==> src/rtl/smbs_pkg.sv <==
package smbs_pkg;

  typedef enum logic [2:0] {
    ST_IDLE,
    ST_RX,
    ST_ACK_TX,
    ST_TX,
    ST_ACK_RX,
    ST_IGNORE
  } smb_state_e;

  typedef enum logic [2:0] {
    PH_ADDR,
    PH_INDEX,
    PH_COUNT,
    PH_WDATA,
    PH_READ
  } smb_phase_e;

endpackage

==> src/rtl/smbs_line_mon.sv <==
module smbs_line_mon (
  input  logic clk,
  input  logic rst_n,
  input  logic scl_i,
  input  logic sda_i,
  output logic scl_rise,
  output logic scl_fall,
  output logic start_det,
  output logic stop_det
);

  logic scl_q, sda_q;

  always_ff @(posedge clk or negedge rst_n) begin
    if (!rst_n) begin
      scl_q <= 1'b1;
      sda_q <= 1'b1;
    end else begin
      scl_q <= scl_i;
      sda_q <= sda_i;
    end
  end

  assign scl_rise  = scl_i & ~scl_q;
  assign scl_fall  = ~scl_i & scl_q;
  assign start_det = scl_i & scl_q & sda_q & ~sda_i;
  assign stop_det  = scl_i & scl_q & ~sda_q & sda_i;

endmodule

==> src/rtl/smbs_regfile.sv <==
module smbs_regfile #(
  parameter int          NREG     = 16,
  parameter int          DW       = 8,
  parameter int          RO_FIRST = 14,
  parameter int          SLEW_IDX = 3,
  parameter int          CNT_IDX  = 8,
  parameter logic [7:0]  CNT_RST  = 8'h10,
  parameter logic [7:0]  RO_BASE  = 8'hA5,
  localparam int         IW       = $clog2(NREG)
) (
  input  logic               clk,
  input  logic               rst_n,
  input  logic               wr_en,
  input  logic [IW-1:0]      wr_idx,
  input  logic [DW-1:0]      wr_data,
  output logic [NREG*DW-1:0] regs_o
);

  localparam logic [DW-3:0] SLEW_FIX = (DW-2)'(6'h1F);

  for (genvar gi = 0; gi < NREG; gi++) begin : g_reg
    logic hit;
    assign hit = wr_en && (wr_idx == IW'(gi));

    if (gi >= RO_FIRST) begin : g_ro
      assign regs_o[gi*DW +: DW] = DW'(RO_BASE) + DW'(gi - RO_FIRST);
    end else if (gi == SLEW_IDX) begin : g_slew
      logic [1:0] slew_q;
      always_ff @(posedge clk or negedge rst_n) begin
        if (!rst_n)   slew_q <= 2'b00;
        else if (hit) slew_q <= wr_data[DW-1:DW-2];
      end
      assign regs_o[gi*DW +: DW] = {slew_q, SLEW_FIX};
    end else begin : g_rw
      localparam logic [DW-1:0] RST_V = (gi == CNT_IDX) ? DW'(CNT_RST) : '0;
      logic [DW-1:0] val_q;
      always_ff @(posedge clk or negedge rst_n) begin
        if (!rst_n)   val_q <= RST_V;
        else if (hit) val_q <= wr_data;
      end
      assign regs_o[gi*DW +: DW] = val_q;
    end
  end

endmodule

==> src/rtl/smbs_engine.sv <==
module smbs_engine
  import smbs_pkg::*;
#(
  parameter int  NREG = 16,
  parameter int  DW   = 8,
  parameter int  AW   = 7,
  localparam int IW   = $clog2(NREG),
  localparam int CW   = $clog2(DW + 1)
) (
  input  logic          clk,
  input  logic          rst_n,
  input  logic          scl_rise,
  input  logic          scl_fall,
  input  logic          start_det,
  input  logic          stop_det,
  input  logic          sda_s,
  input  logic [AW-1:0] dev_addr,
  input  logic [DW-1:0] rd_data,
  input  logic [DW-1:0] cnt_data,
  output logic          sda_oe,
  output logic          wr_en,
  output logic [IW-1:0] wr_idx,
  output logic [DW-1:0] wr_data,
  output logic [IW-1:0] ptr,
  output logic [DW-1:0] wrem,
  output smb_state_e    state
);

  smb_state_e    st_q, st_d;
  smb_phase_e    ph_q, ph_d;
  logic [CW-1:0] cnt_q, cnt_d;
  logic [DW-1:0] sh_q, sh_d;
  logic [IW-1:0] ptr_q, ptr_d;
  logic [DW-1:0] wrem_q, wrem_d;
  logic          oe_q, oe_d;
  logic          hack_q, hack_d;
  logic          first_q, first_d;
  logic          ack, load;
  logic [DW-1:0] tx_byte;

  always_comb begin
    st_d    = st_q;
    ph_d    = ph_q;
    cnt_d   = cnt_q;
    sh_d    = sh_q;
    ptr_d   = ptr_q;
    wrem_d  = wrem_q;
    oe_d    = oe_q;
    hack_d  = hack_q;
    first_d = first_q;
    wr_en   = 1'b0;
    ack     = 1'b0;
    load    = 1'b0;
    tx_byte = first_q ? cnt_data : rd_data;

    if (stop_det) begin
      st_d = ST_IDLE;
      oe_d = 1'b0;
    end else if (start_det) begin
      st_d  = ST_RX;
      ph_d  = PH_ADDR;
      cnt_d = '0;
      oe_d  = 1'b0;
    end else begin
      case (st_q)
        ST_RX: begin
          if (scl_rise && cnt_q != CW'(DW)) begin
            sh_d  = {sh_q[DW-2:0], sda_s};
            cnt_d = cnt_q + 1'b1;
          end else if (scl_fall && cnt_q == CW'(DW)) begin
            case (ph_q)
              PH_ADDR: begin
                if (sh_q[DW-1:1] == dev_addr) begin
                  ack = 1'b1;
                  if (sh_q[0]) begin
                    ph_d    = PH_READ;
                    first_d = 1'b1;
                  end else begin
                    ph_d = PH_INDEX;
                  end
                end
              end
              PH_INDEX: begin
                ack   = 1'b1;
                ptr_d = sh_q[IW-1:0];
                ph_d  = PH_COUNT;
              end
              PH_COUNT: begin
                ack    = 1'b1;
                wrem_d = sh_q;
                ph_d   = PH_WDATA;
              end
              PH_WDATA: begin
                if (wrem_q != '0) begin
                  ack    = 1'b1;
                  wr_en  = 1'b1;
                  ptr_d  = ptr_q + 1'b1;
                  wrem_d = wrem_q - 1'b1;
                end
              end
              default: ;
            endcase
            if (ack) begin
              st_d = ST_ACK_TX;
              oe_d = 1'b1;
            end else begin
              st_d = ST_IGNORE;
              oe_d = 1'b0;
            end
          end
        end
        ST_ACK_TX: begin
          if (scl_fall) begin
            if (ph_q == PH_READ) begin
              load = 1'b1;
            end else begin
              st_d  = ST_RX;
              cnt_d = '0;
              oe_d  = 1'b0;
            end
          end
        end
        ST_TX: begin
          if (scl_fall) begin
            if (cnt_q == CW'(DW - 1)) begin
              st_d = ST_ACK_RX;
              oe_d = 1'b0;
            end else begin
              sh_d  = {sh_q[DW-2:0], 1'b0};
              oe_d  = ~sh_q[DW-2];
              cnt_d = cnt_q + 1'b1;
            end
          end
        end
        ST_ACK_RX: begin
          if (scl_rise) hack_d = ~sda_s;
          if (scl_fall) begin
            if (hack_q) load = 1'b1;
            else        st_d = ST_IGNORE;
          end
        end
        default: ;
      endcase

      if (load) begin
        st_d    = ST_TX;
        sh_d    = tx_byte;
        oe_d    = ~tx_byte[DW-1];
        cnt_d   = '0;
        first_d = 1'b0;
        if (!first_q) ptr_d = ptr_q + 1'b1;
      end
    end
  end

  always_ff @(posedge clk or negedge rst_n) begin
    if (!rst_n) begin
      st_q    <= ST_IDLE;
      ph_q    <= PH_ADDR;
      cnt_q   <= '0;
      sh_q    <= '0;
      ptr_q   <= '0;
      wrem_q  <= '0;
      oe_q    <= 1'b0;
      hack_q  <= 1'b0;
      first_q <= 1'b0;
    end else begin
      st_q    <= st_d;
      ph_q    <= ph_d;
      cnt_q   <= cnt_d;
      sh_q    <= sh_d;
      ptr_q   <= ptr_d;
      wrem_q  <= wrem_d;
      oe_q    <= oe_d;
      hack_q  <= hack_d;
      first_q <= first_d;
    end
  end

  assign sda_oe  = oe_q;
  assign wr_idx  = ptr_q;
  assign wr_data = sh_q;
  assign ptr     = ptr_q;
  assign wrem    = wrem_q;
  assign state   = st_q;

endmodule

==> src/rtl/cfg_smbus_slave.sv <==
module cfg_smbus_slave
  import smbs_pkg::*;
#(
  parameter int  NREG     = 16,
  parameter int  DW       = 8,
  parameter int  AW       = 7,
  parameter int  CNT_IDX  = 8,
  parameter int  RO_FIRST = 14,
  localparam int IW       = $clog2(NREG)
) (
  input  logic               clk,
  input  logic               rst_n,
  input  logic               scl_i,
  input  logic               sda_i,
  input  logic [AW-1:0]      addr_strap,
  output logic               sda_oe,
  output logic [NREG*DW-1:0] regs_o
);

  logic          rst_meta, rst_s;
  logic          strap_done;
  logic [AW-1:0] dev_addr;
  logic          scl_rise, scl_fall, start_det, stop_det;
  logic          wr_en;
  logic [IW-1:0] wr_idx, ptr;
  logic [DW-1:0] wr_data, wrem;
  smb_state_e    eng_state;

  always_ff @(posedge clk or negedge rst_n) begin
    if (!rst_n) begin
      rst_meta <= 1'b0;
      rst_s    <= 1'b0;
    end else begin
      rst_meta <= 1'b1;
      rst_s    <= rst_meta;
    end
  end

  always_ff @(posedge clk or negedge rst_s) begin
    if (!rst_s) begin
      strap_done <= 1'b0;
      dev_addr   <= '0;
    end else if (!strap_done) begin
      strap_done <= 1'b1;
      dev_addr   <= addr_strap;
    end
  end

  smbs_line_mon u_mon (
    .clk       (clk),
    .rst_n     (rst_s),
    .scl_i     (scl_i),
    .sda_i     (sda_i),
    .scl_rise  (scl_rise),
    .scl_fall  (scl_fall),
    .start_det (start_det),
    .stop_det  (stop_det)
  );

  smbs_engine #(.NREG(NREG), .DW(DW), .AW(AW)) u_eng (
    .clk       (clk),
    .rst_n     (rst_s),
    .scl_rise  (scl_rise),
    .scl_fall  (scl_fall),
    .start_det (start_det),
    .stop_det  (stop_det),
    .sda_s     (sda_i),
    .dev_addr  (dev_addr),
    .rd_data   (regs_o[ptr*DW +: DW]),
    .cnt_data  (regs_o[CNT_IDX*DW +: DW]),
    .sda_oe    (sda_oe),
    .wr_en     (wr_en),
    .wr_idx    (wr_idx),
    .wr_data   (wr_data),
    .ptr       (ptr),
    .wrem      (wrem),
    .state     (eng_state)
  );

  smbs_regfile #(.NREG(NREG), .DW(DW), .RO_FIRST(RO_FIRST), .CNT_IDX(CNT_IDX)) u_rf (
    .clk     (clk),
    .rst_n   (rst_s),
    .wr_en   (wr_en),
    .wr_idx  (wr_idx),
    .wr_data (wr_data),
    .regs_o  (regs_o)
  );

endmodule

==> config.mk <==
export PLATFORM = sky130hd
export DESIGN_NAME = cfg_smbus_slave
export DESIGN_NICKNAME = d
export VERILOG_FILES = /design/src/rtl/smbs_pkg.sv /design/src/rtl/smbs_line_mon.sv /design/src/rtl/smbs_regfile.sv /design/src/rtl/smbs_engine.sv /design/src/rtl/cfg_smbus_slave.sv
export SDC_FILE = /design/constraint.sdc
export NUM_CORES = 1
export LEC_CHECK = 0
export ABC_CLOCK_PERIOD_IN_PS = 4700
export CAP_MARGIN = 30
export CORE_MARGIN = 1.5
export CORE_UTILIZATION = 45
export CTS_CLUSTER_SIZE = 16
export DETAILED_ROUTE_END_ITERATION = 10
export DONT_BUFFER_PORTS = 1
export GPL_TIMING_DRIVEN = 0
export RECOVER_POWER = 50
export SETUP_SLACK_MARGIN = 0.1
export SKIP_CTS_REPAIR_TIMING = 1
export SYNTH_ARGS = -nofsm -noshare
export SYNTH_HDL_FRONTEND = slang
export SYNTH_HIERARCHICAL = 1
export SYNTH_SLANG_ARGS = --single-unit
==> constraint.sdc <==
create_clock -name clk -period 4.7 [get_ports clk]
set_clock_uncertainty 0.2 [all_clocks]
set_input_delay 0.47 -clock clk [delete_from_list [all_inputs] [get_ports clk]]
set_output_delay 0.47 -clock clk [all_outputs]
set_load 0.01 [all_outputs]
## After elaboration in Yosys (flattened, before gate mapping)

Cells that the tools add are included.

| word-level totals | value |
|---|---|
| flip-flop bits (word level) | 151 |
| output and inout port bits | 129 |
| logic and storage cells | 218 |

| operators by class | value |
|---|---|
| add/subtract/negate cells | 3 |
| equal/unequal tests | 45 |
| shifts and indexed selects | 1 |
| multiplexer cells | 82 |
| bitwise gates (word level) | 16 |
| reductions and logical operators | 42 |

Operators with widths:

| kind | number |
|---|---|
| $shiftx 128x8->8 | 1 |
| $mux 3 | 18 |
| $mux 4 | 13 |
| $mux 8 | 6 |
| $mux 1 | 36 |
| $pmux 8 s2 | 2 |
| $eq 4x4->1 const B | 7 |
| $ne 5x3->1 const B | 5 |
| $eq 4x3->1 const B | 5 |
| $reduce_and 6->1 | 3 |
| $logic_and 1x1->1 | 16 |
| $reduce_bool 2->1 | 8 |
| $ne 5x5->1 const B | 3 |
| $reduce_and 7->1 | 2 |
| $eq 3x2->1 const B | 4 |
| $ne 4x2->1 const B | 3 |
| $ne 4x4->1 const B | 3 |
| $pmux 3 s4 | 1 |
| $pmux 4 s3 | 1 |
| $not 1->1 | 9 |
| $pmux 3 s3 | 1 |
| $reduce_and 9->1 | 1 |
| $add 4x1->4 const B | 2 |
| $eq 4x2->1 const B | 2 |
| other kinds (26) | 37 |

## Logic depth before layout (Yosys ltp)

| depth | value |
|---|---|
| word-level depth | 15 |
| depth in mapped cells | 9 |

## Hierarchy

The synthesis kept the hierarchy.

Modules (own cells, without submodules):

| module | times used | cells an instance | area an instance (um^2) |
|---|---|---|---|
| smbs_regfile | 1 | 271 | 4356.7 |
| smbs_engine | 1 | 281 | 2477.4 |
| cfg_smbus_slave | 1 | 89 | 1370.1 |
| smbs_line_mon | 1 | 6 | 85.1 |

## Worst setup path after synthesis

Ideal clock, no wire load.

| timing path | value |
|---|---|
| path kind | reg-to-reg |
| from | register u_mon.sda_q |
| to | register u_rf.g_reg[4].g_rw.val_q[0] |
| setup time | 0.125 ns |
| data arrival time | 2.953 ns |
| slack | 1.422 ns |
| cell stages (with the launch flop) | 9 |
| period minus slack after synthesis | 3.278 ns |
| path through | dfstp_2 -> and4b_1 -> or2_1 -> buf_2 -> nor4_1 -> nand3b_4 -> or3_1 -> buf_6 -> mux2_4 |

| between the ends | value |
|---|---|
| cells in the longest elaborated chain, start to end | 5 |

Ends and longest elaborated chain:

| element | RTL line | RTL |
|---|---|---|
| start: declaration | smbs_line_mon.sv:12 | `logic scl_q, sda_q;` |
| start signal: assignment | smbs_line_mon.sv:20 | `sda_q <= sda_i;` |
| $not 1->1 | smbs_line_mon.sv:27 | `assign stop_det = scl_i & scl_q & ~sda_q & sda_i;` |
| $and 1x1->1 (2 in a row) | smbs_line_mon.sv:27 |  |
| named net stop_det | cfg_smbus_slave.sv:23 | `logic scl_rise, scl_fall, start_det, stop_det;` |
| $mux 1 | smbs_engine.sv:56 | `if (stop_det) begin` |
| named net wr_en | cfg_smbus_slave.sv:24 | `logic wr_en;` |
| $logic_and 1x1->1 | smbs_regfile.sv:23 | `assign hit = wr_en && (wr_idx == IW'(gi));` |
| end signal: assignment | smbs_regfile.sv:39 | `else if (hit) val_q <= wr_data;` |
| end: declaration | smbs_regfile.sv:36 | `logic [DW-1:0] val_q;` |

The timed path passes the listed nets, and every way through them passes these cells.
A chain may end at the register's enable or synchronous reset.

## Worst setup path after layout

| timing path | value |
|---|---|
| from | register u_mon.scl_q |
| to | register u_rf.g_reg[13].g_rw.val_q[6] |

| between the ends | value |
|---|---|
| cells in the longest elaborated chain, start to end | 8 |

Ends and longest elaborated chain:

| element | RTL line | RTL |
|---|---|---|
| start: declaration | smbs_line_mon.sv:12 |  |
| start signal: assignment | smbs_line_mon.sv:19 | `scl_q <= scl_i;` |
| $and 1x1->1 | smbs_line_mon.sv:25 | `assign scl_fall = ~scl_i & scl_q;` |
| named net scl_fall | cfg_smbus_slave.sv:23 |  |
| $logic_and 1x1->1 | smbs_engine.sv:70 | `end else if (scl_fall && cnt_q == CW'(DW)) begin` |
| $mux 1 | smbs_engine.sv:70 |  |
| $mux 1 | smbs_engine.sv:67 | `if (scl_rise && cnt_q != CW'(DW)) begin` |
| $mux 1 | smbs_engine.sv:65 | `case (st_q)` |
| $mux 1 | smbs_engine.sv:59 | `end else if (start_det) begin` |
| $mux 1 | smbs_engine.sv:56 |  |
| named net wr_en | cfg_smbus_slave.sv:24 |  |
| $logic_and 1x1->1 | smbs_regfile.sv:23 |  |
| end signal: assignment | smbs_regfile.sv:39 |  |
| end: declaration | smbs_regfile.sv:36 |  |

The timed path passes the listed nets, and every way through them passes these cells.

==> impl_results.rst <==
.. list-table::
   :header-rows: 1

   * - Metric
     - Value
   * - Startpoint kind of the worst setup timing path
     - register
   * - ANT cells
     - 0
   * - Count of TritonRoute iterations in the first routing pass
     - 4
   * - Via count of the routed design
     - 5594
   * - Final period utilization
     - a little over 80%
   * - Max cap viols
     - 2
   * - Number of register bits inferred by synthesis
     - 151
   * - Setup_tns
     - 0 ns
   * - Antenna violation net count after detailed routing
     - 0
   * - Worst-path clk slew
     - 0.07 ns
   * - Post-layout nets
     - 715
   * - Core Box Area
     - around 18000 sq um
   * - Required time of the critical path
     - 4.81 ns
   * - Max incr delay on CP
     - 0.69 ns
   * - Crit Reg-Reg Endpoint
     - u_rf/g_reg[13].g_rw.val_q[6]
   * - Actual transition at the worst max-transition pin
     - 1.57 ns
   * - Critical Path Sink Type
     - register
   * - Number of enable flip-flop cells after synthesis
     - 0
   * - Mean instance size in the synthesized netlist
     - approximately 13 sq um
   * - HPWL after DPL
     - roughly 16000 microns
   * - GRT overflow
     - 0
   * - Die height
     - 139 microns
   * - Total power divided by cell area
     - approximately 410 nW/um^2
   * - H-tree depth reported by CTS
     - 4
   * - Maximum ir drop on the vdd rail
     - 265 uV
   * - CTS root buffer
     - sky130_fd_sc_hd__clkbuf_16
   * - Fmax achieved
     - 0.261 GHz
   * - Number of setup violations in the final report
     - 0
   * - TritonCTS clock tree
     - done
   * - Cell area after placement
     - 8720 sq um
   * - Unrepaired setup endpoints after global routing
     - no
   * - Worst relative slew slack
     - -4.63%
   * - Via count of the first global-routing pass
     - 5805
   * - Final std cell area, no fill
     - roughly 9400 sq um
   * - Clock period minus worst slack
     - around 3.8 ns
   * - Reg-to-reg slack, setup
     - 0.87 ns
   * - Async SR Flop Fraction
     - 100%
   * - Worst path buffer plus inverter count
     - 1
   * - Worst-case clock buffer depth
     - 2
   * - Drt total wl
     - 22300 microns
   * - Slowest library cell on the worst path
     - sky130_fd_sc_hd__nor4_1
   * - Total Power
     - 3.88 mW
   * - Initial cell density of the core
     - about 46%
   * - Clock latency on the worst-skew pair
     - 0.43 ns
   * - Cell-by-cell listing of the critical path
     - nor2b_1, nand4bb_2, nor4_1, buf_2, nand3_2, nor2_2, mux2_2
   * - Violations in the final reports
     - capacitance limit, slew limit
   * - Count of pins over their slew limit
     - 130
   * - Overall track demand over capacity in global routing
     - between 20% and 30%
   * - Average detailed-routed wire length per instance
     - roughly 24 microns
   * - Commonest register cell after synthesis
     - sky130_fd_sc_hd__dfrtp_1
   * - Width of the die
     - 139 microns
   * - Worst setup startpoint
     - u_mon/scl_q
   * - Synth Cell Area
     - 8290 sq um
   * - Number of violations reported at the end of detailed-routing iteration 0
     - 391
   * - Share of the yosys chip area belonging to registers
     - 45.6%
   * - Final-report hold violation count
     - 0
   * - Number of cells traversed by the worst register-to-register path
     - 7
   * - Clock Sinks
     - 151
   * - Cell family contributing the most delay on the critical path
     - simple AND/OR/NAND/NOR gates
   * - Total die area
     - 19200 sq um
   * - Result of the run
     - finished, violations left
   * - DRC violations left
     - 0
   * - Placer congestion estimate
     - 0.902
   * - Fraction of final layout cells sized beyond drive strength 1
     - roughly a third
   * - Largest net degree at the start of global routing
     - 67
   * - Leakage dissipation
     - 4.52 nW
   * - Critical Path Stages
     - 7
   * - Syn Inst Count
     - between 600 and 700
   * - Warning count from the yosys run
     - 6
   * - Synthesis-to-layout area growth
     - 12.9%
   * - Number of buffers added by the clock tree synthesis step
     - 17
   * - Number of top-level pins
     - 140
   * - Class of the most critical setup path
     - register to register
   * - Row count
     - 49
   * - Distinct cells, synth
     - 74
   * - First-pass GRT wire length
     - 35000 microns
   * - Number of antenna violations at the first check in global routing
     - 0
   * - Post-DR vias/cell
     - 5.94
   * - WP data arrival
     - 3.94 ns
   * - Port Buffers
     - 0
   * - Worst r2r src
     - u_mon/scl_q
   * - Class of the tightest hold or removal check
     - input pin to asynchronous set/reset pin
   * - CP max FO
     - 8
   * - CP Capture Point
     - u_rf/g_reg[13].g_rw.val_q[6]
   * - Final core utilization
     - between 50% and 60%
   * - Fill count
     - 1590
==> cells by family (layout without fill, tap and decap cells) <==
family	after synthesis	count (layout)	synth area share (%)
AOI/OAI and AO/OA	106	106	8.41
xor gates and xnor gates	9	9	0.951
adders and majority gates	4	4	0.604
buffers and inverters	76	121	5.84
DFF	151	151	45.6
muxes	166	166	28.3
other	3	24	0.136
and+or+nand+nor	132	132	10.2
==> worst reg2reg max path, stage by stage (launching register included) <==
cell and delay, ns:
sky130_fd_sc_hd__dfstp_2 0.55, sky130_fd_sc_hd__nor2b_1 0.58, sky130_fd_sc_hd__nand4bb_2 0.35, sky130_fd_sc_hd__nor4_1 0.69, sky130_fd_sc_hd__buf_2 0.28, sky130_fd_sc_hd__nand3_2 0.09, sky130_fd_sc_hd__nor2_2 0.56, sky130_fd_sc_hd__mux2_2 0.42
==> synthesized netlist by cell type, drive strengths merged, types with 4 or more instances <==
library cell  count  area (sq um)
dfrtp           148          3700
mux2            119          1420
buf              47           357
mux4             32           773
a21oi            30           150
nor2             27           119
nand2            24          92.6
o21ai            24           131
a22oi            17           128
mux2i            15           150
clkbuf           14          52.6
inv              12          45.0
nand3            11          60.1
nor3             11          55.1
nand2b            8          50.1
nand3b            8           105
nor2b             8          50.1
or3               7          48.8
xor2              7          61.3
a21o              5          38.8
a31oi             5          31.3
nor3b             5          65.1
ha                4          50.1
==> sequential cells by signal, indices dropped and copies added, names as in the netlist, 2 cells and up <==
register,flops
u_eng/cnt_q,4
u_rf/g.g_rw.val_q,104
u_rf/g.g_slew.slew_q,2
u_eng/ph_q,3
u_eng/ptr,4
u_eng/wrem,8
u_eng/state,3
dev_addr,7
u_eng/wr_data,8
==> report_power, final <==
| part | internal, mW | switching (mW) |
|---|---|---|
| combinational | 0.390 | 0.569 |
| sequential | 1.39 | 0.174 |
| clock | 0.752 | 0.602 |
| total | 2.53 | 1.34 |
==> cell type report <==
| type | count | area (sq um) | area share [%] |
|---|---|---|---|
| multi-input cells | 441 | 4100 | 43.8 |
| well taps | 229 | 287 | 3.06 |
| plain buffers | 64 | 439 | 4.69 |
| clock buffers | 17 | 425 | 4.55 |
| inverters | 12 | 45.0 | 0.481 |
| flip-flops and latches | 151 | 3780 | 40.4 |
| repair buffers | 13 | 115 | 1.23 |
| clock inverters | 15 | 163 | 1.74 |
==> worst min-delay path by stage <==
stage / endpoint / cells past startpoint
2_1_floorplan: rst_meta / 0
3_3_place_gp: rst_meta / 0
3_5_place_dp: rst_meta / 0
4_1_cts: rst_s / 0
5_1_grt: rst_meta / 1
6_report: rst_s / 1
==> cells in the final DEF, fill, tap and decap left out, drive strengths merged, types with 15 or more instances in the layout <==
cell and count:
dfrtp 148, mux2 119, buf 48, clkbuf 33
mux4 32, a21oi 30, nor2 27, conb 24
nand2 24, o21ai 24, inv 19, a22oi 17
mux2i 15
==> through the flow <==
stage / hold slack [ns] / setup WS, ns / std cells
finish: 0.0662 / 0.871 / 942
global route: 0.0663 / 0.739 / 942
CTS: -0.484 / 0.933 / 932
detailed placement: -0.0255 / 0.967 / 900
global placement: -0.0255 / 0.680 / 897
floorplan: -0.0256 / 1.42 / 668
==> layer usage <==
| metal | share of wire (%) | GRT usage, % | vias to the layer above |
|---|---|---|---|
| met5 | 0 | 0 | - |
| met4 | 2.0 | 8.55 | 0 |
| met3 | 9.5 | 8.87 | 29 |
| met2 | 48 | 38.1 | 179 |
| met1 | 41 | 30.1 | 2907 |
| li1 | - | - | 2479 |
Power figures use the tool's default switching activity.
